`src/rtl/twi_mem_pkg.sv`:
```
package twi_mem_pkg;
   typedef enum logic [2:0] {
      S_IDLE,
      S_DEV,
      S_ADDR,
      S_WDAT,
      S_RDAT
   } twi_state_e;
endpackage

```
`src/rtl/twi_line_events.sv`:
```
module twi_line_events (
   input  logic clk,
   input  logic rst_n,
   input  logic scl_i,
   input  logic sda_i,
   output logic scl_rise,
   output logic scl_fall,
   output logic ev_start,
   output logic ev_stop
);
   logic scl_q, sda_q;

   always_ff @(posedge clk or negedge rst_n) begin
      if (!rst_n) begin
         scl_q <= 1'b1;
         sda_q <= 1'b1;
      end else begin
         scl_q <= scl_i;
         sda_q <= sda_i;
      end
   end

   assign scl_rise = scl_i & ~scl_q;
   assign scl_fall = ~scl_i & scl_q;
   assign ev_start = scl_i & scl_q & sda_q & ~sda_i;
   assign ev_stop  = scl_i & scl_q & ~sda_q & sda_i;
endmodule

```
`src/rtl/twi_ptr_step.sv`:
```
module twi_ptr_step #(
   parameter int AW         = 8,
   parameter int PAGE_BYTES = 16
) (
   input  logic [AW-1:0] ptr,
   output logic [AW-1:0] rd_next,
   output logic [AW-1:0] wr_next
);
   localparam int CW = $clog2(PAGE_BYTES);

   if (PAGE_BYTES < 2 || (1 << CW) != PAGE_BYTES || CW > AW) begin : g_bad_page
      $error("twi_ptr_step: PAGE_BYTES must be a power of two no larger than the array");
   end

   assign rd_next = ptr + 1'b1;

   if (CW == AW) begin : g_flat
      assign wr_next = rd_next;
   end else begin : g_paged
      logic [CW-1:0] col_next;
      assign col_next = ptr[CW-1:0] + 1'b1;
      assign wr_next  = {ptr[AW-1:CW], col_next};
   end
endmodule

```
`src/rtl/twi_mem_array.sv`:
```
module twi_mem_array #(
   parameter int AW = 8,
   parameter int DW = 8
) (
   input  logic          clk,
   input  logic          we,
   input  logic [AW-1:0] waddr,
   input  logic [DW-1:0] wdata,
   input  logic [AW-1:0] raddr,
   output logic [DW-1:0] rdata
);
   localparam int WORDS = 1 << AW;

   logic [DW-1:0] cells [WORDS];

   always_ff @(posedge clk) begin
      if (we) cells[waddr] <= wdata;
   end

   assign rdata = cells[raddr];
endmodule

```
`src/rtl/twi_mem_slave.sv`:
```
module twi_mem_slave
   import twi_mem_pkg::*;
#(
   parameter int         DEPTH      = 256,
   parameter int         PAGE_BYTES = 16,
   parameter int         SEL_W      = 3,
   parameter logic [3:0] DEV_CODE   = 4'b1010
) (
   input  logic             clk,
   input  logic             rst_n,
   input  logic             scl_i,
   input  logic             sda_i,
   input  logic [SEL_W-1:0] sel_i,
   input  logic             busy_i,
   output logic             sda_oe_o,
   output logic             wr_valid_o,
   output logic [7:0]       wr_addr_o,
   output logic [7:0]       wr_data_o,
   output logic             wr_commit_o
);
   localparam int AW     = $clog2(DEPTH);
   localparam int CODE_W = 7 - SEL_W;

   if (SEL_W != 3) begin : g_bad_sel
      $error("twi_mem_slave: the device byte layout needs SEL_W == 3");
   end
   if ((1 << AW) != DEPTH || AW > 8 || AW < 4) begin : g_bad_depth
      $error("twi_mem_slave: DEPTH must be a power of two from 16 to 256");
   end

   logic scl_rise, scl_fall, ev_start, ev_stop;
   twi_state_e st;
   logic [AW-1:0] ptr, rd_next, wr_next;
   logic [7:0] sh, tx, rdata;
   logic [3:0] bcnt;
   logic in_ack, rw, mack, wrote, dev_hit;

   twi_line_events u_events (
      .clk(clk), .rst_n(rst_n), .scl_i(scl_i), .sda_i(sda_i),
      .scl_rise(scl_rise), .scl_fall(scl_fall),
      .ev_start(ev_start), .ev_stop(ev_stop)
   );

   twi_ptr_step #(.AW(AW), .PAGE_BYTES(PAGE_BYTES)) u_step (
      .ptr(ptr), .rd_next(rd_next), .wr_next(wr_next)
   );

   twi_mem_array #(.AW(AW), .DW(8)) u_array (
      .clk(clk), .we(wr_valid_o), .waddr(wr_addr_o[AW-1:0]), .wdata(wr_data_o),
      .raddr(ptr), .rdata(rdata)
   );

   assign dev_hit = (sh[7:8-CODE_W] == DEV_CODE[CODE_W-1:0]) &&
                    (sh[SEL_W:1] == sel_i) && !busy_i;

   always_ff @(posedge clk or negedge rst_n) begin
      if (!rst_n) begin
         st          <= S_IDLE;
         ptr         <= '0;
         sh          <= '0;
         tx          <= '0;
         bcnt        <= '0;
         in_ack      <= 1'b0;
         rw          <= 1'b0;
         mack        <= 1'b0;
         wrote       <= 1'b0;
         sda_oe_o    <= 1'b0;
         wr_valid_o  <= 1'b0;
         wr_addr_o   <= '0;
         wr_data_o   <= '0;
         wr_commit_o <= 1'b0;
      end else begin
         wr_valid_o  <= 1'b0;
         wr_commit_o <= 1'b0;
         if (ev_stop) begin
            st          <= S_IDLE;
            in_ack      <= 1'b0;
            sda_oe_o    <= 1'b0;
            wr_commit_o <= wrote;
            wrote       <= 1'b0;
         end else if (ev_start) begin
            st       <= S_DEV;
            bcnt     <= '0;
            in_ack   <= 1'b0;
            sda_oe_o <= 1'b0;
            wrote    <= 1'b0;
         end else if (st != S_IDLE) begin
            if (scl_rise) begin
               if (!in_ack) begin
                  sh   <= {sh[6:0], sda_i};
                  bcnt <= bcnt + 1'b1;
               end else begin
                  mack <= !sda_i;
               end
            end else if (scl_fall) begin
               if (in_ack) begin
                  in_ack   <= 1'b0;
                  bcnt     <= '0;
                  sda_oe_o <= 1'b0;
                  case (st)
                     S_DEV: begin
                        if (rw) begin
                           st       <= S_RDAT;
                           tx       <= rdata;
                           sda_oe_o <= !rdata[7];
                           ptr      <= rd_next;
                        end else begin
                           st <= S_ADDR;
                        end
                     end
                     S_ADDR: st <= S_WDAT;
                     S_RDAT: begin
                        if (mack) begin
                           tx       <= rdata;
                           sda_oe_o <= !rdata[7];
                           ptr      <= rd_next;
                        end else begin
                           st <= S_IDLE;
                        end
                     end
                     default: ;
                  endcase
               end else if (bcnt == 4'd8) begin
                  in_ack <= 1'b1;
                  case (st)
                     S_DEV: begin
                        if (dev_hit) begin
                           sda_oe_o <= 1'b1;
                           rw       <= sh[0];
                        end else begin
                           st <= S_IDLE;
                        end
                     end
                     S_ADDR: begin
                        sda_oe_o <= 1'b1;
                        ptr      <= sh[AW-1:0];
                     end
                     S_WDAT: begin
                        sda_oe_o   <= 1'b1;
                        wr_valid_o <= 1'b1;
                        wr_addr_o  <= 8'(ptr);
                        wr_data_o  <= sh;
                        ptr        <= wr_next;
                        wrote      <= 1'b1;
                     end
                     S_RDAT: begin
                        sda_oe_o <= 1'b0;
                        mack     <= 1'b0;
                     end
                     default: ;
                  endcase
               end else if (st == S_RDAT) begin
                  tx       <= {tx[6:0], 1'b0};
                  sda_oe_o <= !tx[6];
               end
            end
         end
      end
   end

   p_oe_low_scl_r11: assert property (@(posedge clk) disable iff (!rst_n)
      (!$stable(sda_oe_o) && !$past(ev_start) && !$past(ev_stop)) |-> !$past(scl_i));

   p_busy_nack_r10: assert property (@(posedge clk) disable iff (!rst_n)
      ($rose(sda_oe_o) && $past(st) == S_DEV) |-> !$past(busy_i));

   p_commit_on_stop_r6: assert property (@(posedge clk) disable iff (!rst_n)
      wr_commit_o |-> $past(ev_stop));

   p_valid_in_data_r5: assert property (@(posedge clk) disable iff (!rst_n)
      wr_valid_o |-> $past(st) == S_WDAT);

   p_idle_release_r3: assert property (@(posedge clk) disable iff (!rst_n)
      (st == S_IDLE && $past(st) == S_IDLE) |-> !sda_oe_o);
endmodule

```
`config.mk`:
```
export PLATFORM = sky130hd
export DESIGN_NAME = twi_mem_slave
export DESIGN_NICKNAME = d
export VERILOG_FILES = /design/src/rtl/twi_mem_pkg.sv /design/src/rtl/twi_line_events.sv /design/src/rtl/twi_ptr_step.sv /design/src/rtl/twi_mem_array.sv /design/src/rtl/twi_mem_slave.sv
export SDC_FILE = /design/constraint.sdc
export NUM_CORES = 2
export LEC_CHECK = 0
export ABC_AREA = 1
export BUFFER_PORTS_ARGS = -buffer_cell sky130_fd_sc_hd__buf_2
export CAP_MARGIN = 0
export CELL_PAD_IN_SITES_DETAIL_PLACEMENT = 1
export CELL_PAD_IN_SITES_GLOBAL_PLACEMENT = 1
export CORE_ASPECT_RATIO = 0.9
export CORE_MARGIN = 2
export CORE_UTILIZATION = 47
export DETAILED_ROUTE_END_ITERATION = 10
export PLACE_DENSITY = 0.79
export SKIP_CTS_REPAIR_TIMING = 1
export SLEW_MARGIN = 20
export SYNTH_ARGS = -nofsm -noshare
export SYNTH_HDL_FRONTEND = slang
export SYNTH_HIERARCHICAL = 1
export SYNTH_SLANG_ARGS = --single-unit
export TNS_END_PERCENT = 1
```
`constraint.sdc`:
```
create_clock -name clk -period 4.3 [get_ports clk]
set_input_delay 0.86 -clock clk [delete_from_list [all_inputs] [get_ports clk]]
set_output_delay 0.86 -clock clk [all_outputs]
set_load 0.02 [all_outputs]
```
==> out/summary.txt <==
I/O pins -> 27
CTS HTree Levels -> 4
Post-DP HPWL -> 156 mm
Clock skew -> 0.0355 ns
Tcrit/Tclk final -> 82.9%
Area post-placement -> 0.0890 mm2
Chip width -> 456 um
GP Congestion -> 0.858
Pin count of the biggest net entering global routing -> 149
Clk buf depth -> 3
Remaining DRCs -> 0
Place WS -> 0.908 ns
Worst path arrival time -> 4.33 ns
Reg clk slew, reported paths -> 0.07 ns
Slew headroom -> 22.6%
CP Data Required Time -> 5.07 ns
Flops & latches, synth -> 2103
Fin. Hold Viols -> 0
Synth Net Count -> 7414
TritonCTS clock tree -> done
RSZ-0062 raised after global routing -> false
Critical Path Fanout Max -> 87
Core ar. -> 0.183 mm2
Rows -> 149
Cells after synthesis -> 7403
Final worst slack -> 0.736 ns
Total wire length -> 269 mm
Commonest non-fill, non-tap cell in the layout -> nand2_1
Die Y-Extent -> 411 um
Gr ovfl total -> 0
TNS Setup -> 0 ns
Least-Margin Pin Slew -> 1.16 ns
DRT Pass-1 Iters -> 6
# setup viols final -> 0
Fmax -> 0.281 GHz
Cts bufs inserted -> 201
Layout area overhead -> 10.5%
Design area -> 0.0955 mm2
WL per Instance -> 27.2 um
Final Slew Violations -> 0
Minimum clock period -> 3.56 ns
Starting Density -> 47.2%
Max IR drop VDD -> 0.473 mV
Via count -> 60500
Via-to-Cell Ratio -> 6.11
Clock Latency Late Sink -> 0.85 ns
Mapped cell area -> 0.0865 mm2
Outcome -> complete, no violations
Port Buffers -> 26
Fraction of layout cells with a size suffix above 1 -> 7.57%
First-pass GRT wire length -> 401 mm
Power Density -> 424 mW/mm2
Worst min path class -> primary input to asynchronous set/reset pin
Initial detailed-routing violation count -> 7454
Most frequent cells in the layout -> nand2_1, edfxtp_1, nand3_1
Total power -> 40.5 mW
Yosys synthesis warning count -> 6
Leakage -> 33.7 nW
CP Class -> register to register
Critical path capture point type -> register
Nets@finish -> 7322
Mean post-synth cell area -> 11.7 um2
Overall routing resource usage -> 28.4%
Antenna viol nets, final -> 0
Max-cap violation count -> 0
Distinct cells, synth -> 34
Vias in the first global route -> 62800
Startpoint types -> register
Clock Sinks -> 2103
Die Area -> 0.187 mm2
Antenna violations before repair -> 8
Root Buffer -> clkbuf_16
Sequential fraction of the synthesis area -> 72.7%
[where the power goes]
group / internal (mW) / switching, mW
clock: 9.90 / 7.82
sequential: 22.2 / 0.0309
combinational: 0.154 / 0.413
[registers in the layout, indices dropped and copies added, names as in the netlist, 3 cells and up]
signal / flops
u_array/cells: 2048
wr_addr_o: 8
ptr: 8
tx: 7
st: 3
sh: 8
bcnt: 4
wr_data_o: 8
[metrics by stage]
step	hold slack [ns]	util, %	cells
4_1_cts	0.0796	52.2	9896
3_3_place_gp	0.466	48.6	9524
6_report	0.0238	52.2	9901
3_5_place_dp	0.476	48.6	9524
2_1_floorplan	0.437	-	7403
5_1_grt	0.0365	52.2	9896
[logic make-up (layout without fill, tap and decap cells)]
kind of cell,Yosys count,after routing,share of synthesized area [%]
AO/OA/AOI/OAI,62,62,0.434
XOR/XNOR,5,5,0.0507
adder cells (fa/ha/maj),3,3,0.0434
buffers and inverters,582,659,3.36
flip-flops,2103,2103,72.7
multiplexers,6,6,0.0695
other,0,5,0
AND/OR/NAND/NOR,4642,4642,23.3
[final cells by class]
type	count	area (um2)
sequential	2103	62900
clock buffer	247	5270
multi-input combinational	4718	20700
tap	2416	3020
inverter	80	339
fill	18800	87600
timing repair buffer	207	2050
clock inverter	125	1200
antenna	5	12.5
[critical path: stages, from the launching register on]
cell and delay [ns]:
dfrtp_4 0.63, inv_16 0.34, buf_12 0.30, buf_4 0.27, buf_4 0.28, nand2_1 0.09, nand3_1 0.09, nand3_1 0.11
nand3_1 0.19, nand3_1 0.10, nand3_1 0.08, nand3_1 0.25, nand2_1 0.17, nand2_1 0.10, nand2_1 0.11, mux2i_1 0.09
o21ai_2 0.17
[synthesized netlist by cell type, drive strengths merged]
library cell	count	area (um2)
xor2	3	26.3
xnor2	2	17.5
buf	388	2170
nand3	2046	10300
o21ai	56	344
a21oi	5	25.0
dfrtp	53	1330
mux2i	6	60.1
dfstp	2	52.6
nor3	5	30.0
or2	1	6.26
o22ai	1	6.26
nor2	320	1260
inv	80	308
edfxtp	2048	61500
nand3b	3	22.5
nand4	1	6.26
nand2	2266	8570
clkbuf	114	428
ha	3	37.5
[layer usage]
metal  routed length [um]  global-route usage, %  up-vias  part of all wire [%]
met1               107000                   37.9    31000                    40
met5                   47                      0        -                 0.017
met2               129000                   46.3     2988                    48
li1                     -                      -    25900                     -
met4                10700                   11.6        8                   4.0
met3                22900                   4.97      593                   8.5
[path summary, 6_finish.rpt]
check	slack, ns	cells after the start	start	to
worst max-delay path	0.74	16	ptr[0]	tx[2]
worst min-delay path	0.02	1	rst_n	wr_commit_o
worst max register to register	0.74	16	ptr[0]	tx[2]
worst min register to register	0.48	2	wrote	wr_commit_o
max in group asynchronous	3.63	2	rst_n	tx[0]
min in group clk	0.13	1	sda_i	u_events/sda_q
Power figures use the tool's default switching activity.
